[config.mk]
export PLATFORM = sky130hd
export DESIGN_NAME = pcu_top
export DESIGN_NICKNAME = d
export VERILOG_FILES = /design/src/rtl/pcu_pkg.sv /design/src/rtl/pcu_wen.sv /design/src/rtl/pcu_next.sv /design/src/rtl/pcu_reg.sv /design/src/rtl/pcu_top.sv
export SDC_FILE = /design/constraint.sdc
export NUM_CORES = 1
export LEC_CHECK = 0
export ABC_AREA = 0
export BUFFER_PORTS_ARGS = -buffer_cell sky130_fd_sc_hd__buf_4
export CORE_UTILIZATION = 30
export DETAILED_ROUTE_END_ITERATION = 8
export PLACE_DENSITY = 0.58
export SETUP_SLACK_MARGIN = 0.02
export SYNTH_ARGS = -nofsm -noshare
export SYNTH_HDL_FRONTEND = slang
export SYNTH_SLANG_ARGS = --single-unit
[constraint.sdc]
create_clock -name clk -period 2.44 [get_ports clk]
set_input_delay 0.122 -clock clk [delete_from_list [all_inputs] [get_ports clk]]
set_output_delay 0.122 -clock clk [all_outputs]
set_load 0.02 [all_outputs]
[src/rtl/pcu_pkg.sv]
package pcu_pkg;
  typedef enum logic [1:0] {
    SRC_SEQ = 2'b00,
    SRC_BR  = 2'b01,
    SRC_JMP = 2'b10,
    SRC_ALT = 2'b11
  } pc_src_e;
endpackage

[src/rtl/pcu_wen.sv]
// Counter write enable: unconditional strobe, or conditional strobe with zero.
module pcu_wen (
  input  logic pc_wr,
  input  logic pc_wr_cond,
  input  logic alu_zero,
  output logic wen
);
  always_comb wen = pc_wr | (pc_wr_cond & alu_zero);
endmodule

[src/rtl/pcu_next.sv]
// Next-counter selection among ALU result, stored target and jump address.
module pcu_next
  import pcu_pkg::*;
#(
  parameter int ADDR_W = 32,
  parameter int JF_W   = 26,
  parameter int ALIGN  = 2,
  localparam int HI_W  = ADDR_W - JF_W - ALIGN
) (
  input  logic [1:0]        src,
  input  logic [ADDR_W-1:0] alu_res,
  input  logic [ADDR_W-1:0] tgt,
  input  logic [HI_W-1:0]   pc_hi,
  input  logic [JF_W-1:0]   jf,
  output logic [ADDR_W-1:0] nxt
);
  logic [ADDR_W-1:0] jmp_addr;

  always_comb jmp_addr = {pc_hi, jf, {ALIGN{1'b0}}};

  always_comb begin
    case (pc_src_e'(src))
      SRC_BR:  nxt = tgt;
      SRC_JMP: nxt = jmp_addr;
      default: nxt = alu_res;   // SRC_SEQ and SRC_ALT
    endcase
  end
endmodule

[src/rtl/pcu_reg.sv]
// Enabled register with synchronous clear.
module pcu_reg #(
  parameter int W = 32
) (
  input  logic         clk,
  input  logic         rst,
  input  logic         en,
  input  logic [W-1:0] d,
  output logic [W-1:0] q
);
  always_ff @(posedge clk) begin
    if (rst)     q <= '0;
    else if (en) q <= d;
  end
endmodule

[src/rtl/pcu_top.sv]
module pcu_top #(
  parameter int ADDR_W = 32,
  parameter int JF_W   = 26,
  parameter int ALIGN  = 2,
  localparam int HI_W  = ADDR_W - JF_W - ALIGN
) (
  input  logic              clk,
  input  logic              rst,
  input  logic [ADDR_W-1:0] alu_res,
  input  logic              alu_zero,
  input  logic [JF_W-1:0]   jump_field,
  input  logic              pc_wr,
  input  logic              pc_wr_cond,
  input  logic              tgt_wr,
  input  logic [1:0]        pc_src,
  output logic [ADDR_W-1:0] pc_q,
  output logic [ADDR_W-1:0] tgt_q
);
  logic              pc_en;
  logic [ADDR_W-1:0] pc_nxt;

  pcu_wen u_wen (
    .pc_wr      (pc_wr),
    .pc_wr_cond (pc_wr_cond),
    .alu_zero   (alu_zero),
    .wen        (pc_en)
  );

  pcu_next #(.ADDR_W(ADDR_W), .JF_W(JF_W), .ALIGN(ALIGN)) u_next (
    .src     (pc_src),
    .alu_res (alu_res),
    .tgt     (tgt_q),
    .pc_hi   (pc_q[ADDR_W-1 -: HI_W]),
    .jf      (jump_field),
    .nxt     (pc_nxt)
  );

  pcu_reg #(.W(ADDR_W)) u_pc (
    .clk (clk), .rst (rst), .en (pc_en), .d (pc_nxt), .q (pc_q)
  );

  pcu_reg #(.W(ADDR_W)) u_tgt (
    .clk (clk), .rst (rst), .en (tgt_wr), .d (alu_res), .q (tgt_q)
  );
endmodule

==> flow_summary.json <==
{
  "cts-root-buf": "clkbuf_8",
  "syn_nets": 388,
  "drc_errors": 0,
  "top_layer_used": "met4",
  "power_frac_seq_pct": 43.3,
  "synth_edf_count": 0,
  "cts-resized-gates": 0,
  "via_per_inst": 4.730,
  "grtUsageTotal_pct": 16.30,
  "h-tree-depth": 3,
  "tritoncts": "yes",
  "firstDrtPassIters": 5,
  "synth_cells": 320,
  "initial_core_util_pct": 31.39,
  "final_cell_mix": "133 x buf_4, 64 x dfxtp_1, 34 x nor2_1",
  "fin_nets": 501,
  "cts_buffer_depth": 2,
  "grt_pass1_vias": 2526,
  "synth_top_family_by_area": "simple AND/OR/NAND/NOR gates",
  "boundaryPins": 130,
  "dr_wl_met2_mm": 3.875,
  "n_antenna_cell": 0,
  "vias": 2682,
  "rsz0062_at_grt": "no",
  "hpwl_mm": 5.413,
  "wl_mm": 8.091,
  "grt_remaining_overflow": 0,
  "globalplace.congestion": 0.6935,
  "p_sw_w": 0.0007694,
  "p_per_area_nw_per_um2": 659.6,
  "synth_top_flop_cell": "dfxtp_1",
  "n_fill_cell": 993,
  "p_int_w": 0.001936,
  "clkPwrFrac_pct": 34.4,
  "status": "completed",
  "synthMuxAreaShare_pct": 10.94,
  "syn_to_final_growth_pct": 40.09,
  "final_max_slew_viol_count": 0,
  "ctsHoldBuffers": 0,
  "cts.sinks": 64,
  "fin_skew_ps": 4.411,
  "yosysUniqueCellTypes": 23,
  "core_area_um2": 9328,
  "clk_pin_slew_ps": 70,
  "pwr-share-comb_pct": 22.4,
  "die_area_um2": 10160,
  "hold_path_class": "in2reg",
  "synth-compound-area-share_pct": 17.05,
  "cts_setup_buffers": 0,
  "post_drt_wl_per_cell_um": 14.27,
  "yosysWarnings": 0,
  "row_count": 35,
  "holdPathStages": 3,
  "whs_ps": 28.41,
  "synthXorXnorAreaFrac_pct": 0,
  "route.met3.wl_um": 570,
  "wl_met1_mm": 3.554,
  "synth.avg_cell_area_um2": 9.149,
  "drtIter0Drc": 94,
  "critPathKind": "in2reg",
  "worstPathArrival_ps": 1690,
  "finalSetupViolations": 0,
  "syn_area_um2": 2928,
  "start_kind": "primary input",
  "portBuffers": 129,
  "fin_crit_sh_pct": 58.64,
  "pre_cts_slack_ps": 632.3,
  "final.setup.worst_slack_ps": 1009,
  "reg2reg_depth": 3,
  "required_ps": 2700,
  "tns_ps": 0,
  "vdd_drop_max_mv": 0.4159,
  "ys_seq_area_share_pct": 43.76,
  "p_sw_share_pct": 28.44,
  "endpoint_kind": "flip-flop",
  "p_leak_nw": 1.896,
  "cts_buffers": 9,
  "worst_pin_slew_ps": 702.2,
  "fmax_ghz": 0.6989,
  "max_cap_violations": 0,
  "final_layout_size_suffix_gt1_share_pct": 34.70,
  "clkLatencyLatePin_ps": 330,
  "crit_fanout": 42,
  "ant_nets": 0,
  "synth_simple_gate_area_share_pct": 20.34,
  "period_minus_slack_ps": 1431,
  "synthArstFlopShare_pct": 0,
  "grt_max_degree": 65,
  "final_common_cell": "buf_4",
  "antenna_found_initial": 0,
  "max-slew-margin-rel_pct": 53.18,
  "finalHoldViolCount": 0,
  "synth_seq_cells": 64,
  "die_w_um": 100.8,
  "fp.dieH_um": 100.8,
  "synthAdderAreaFrac_pct": 0.8547,
  "grt_pass1_wl_mm": 12.80
}
critical path, cell delays in order:
cell	delay (ps)
buf_4	110
ha_2	590
buf_4	450
a221o_1	170
nand3_1	80
a21oi_1	140
area by class of cell:
cell class,instances,area (µm²),area share [%]
Clock buffer,13,158.9,3.874
Clock inverter,3,40.04,0.9762
Timing Repair Buffer,133,998.5,24.34
Inverter,3,11.26,0.2746
Multi-Input combinational cell,222,1450,35.36
Tap cell,129,161.4,3.935
Sequential cell,64,1281,31.24
power groups by stage:
| stage | registers (W) | clock network [W] | logic [W] |
|---|---|---|---|
| after floorplan | 0.00128 | 0 | 0.000281 |
| after global routing | 0.00118 | 0.00102 | 0.000662 |
| after detailed placement | 0.00119 | 0 | 0.000615 |
| final | 0.00117 | 0.000930 | 0.000605 |
| after global placement | 0.00119 | 0 | 0.000607 |
| after CTS | 0.00117 | 0.000974 | 0.000615 |
synth_stat cells, types with 2 or more instances:
| library cell | count | area [µm²] |
|---|---|---|
| buf_1 | 2 | 7.510 |
| nor3_1 | 4 | 20.02 |
| buf_6 | 6 | 67.56 |
| a21oi_1 | 30 | 150.1 |
| a2111oi_2 | 3 | 45.04 |
| buf_2 | 12 | 60.06 |
| nand3b_1 | 2 | 15.01 |
| nand2b_1 | 26 | 162.7 |
| dfxtp_1 | 64 | 1281 |
| ha_1 | 2 | 25.02 |
| and3b_1 | 4 | 35.03 |
| nor2_1 | 34 | 127.6 |
| mux2i_1 | 32 | 320.3 |
| inv_1 | 3 | 11.26 |
| a311oi_1 | 2 | 17.52 |
| buf_4 | 5 | 37.54 |
| a221o_1 | 26 | 260.3 |
| clkbuf_1 | 6 | 22.52 |
| nand2_1 | 28 | 105.1 |
| nand3_1 | 26 | 130.1 |
state kept, by name, indices dropped and copies added, names as in the netlist:
signal,flops
u_tgt.q,32
u_pc.q,32
kinds of logic after synthesis:
| family | Yosys count |
|---|---|
| compound gates | 64 |
| fa+ha+maj | 2 |
| simple gates | 124 |
| buf+inv | 34 |
| flops | 64 |
| mux | 32 |
through the flow:
stage                     instances  area (µm²)  utilization (%)  total power (W)
after floorplan                 320        2928                -         0.001560
after global placement          551        3902            41.84         0.001798
after detailed placement        551        3902            41.84         0.001808
after CTS                       567        4101            43.97         0.002760
after global routing            567        4101            43.97         0.002861
final                           567        4101            43.97         0.002705
layer usage:
layer	track usage (%)	vias to the layer above
met5	0	-
met4	6.020	0
met3	5.201	9
met2	25.82	92
met1	20.74	1222
li1	-	1359
path summary, 6_finish.rpt:
check | startpoint | to | slack, ps
max reg2reg | u_tgt.q[28] | u_pc.q[28] | 1380
min | alu_res[17] | u_tgt.q[17] | 30
max | pc_src[1] | u_pc.q[8] | 1010
min reg2reg | u_pc.q[2] | u_pc.q[2] | 460
Note: power is estimated with default switching activity, not from simulation.
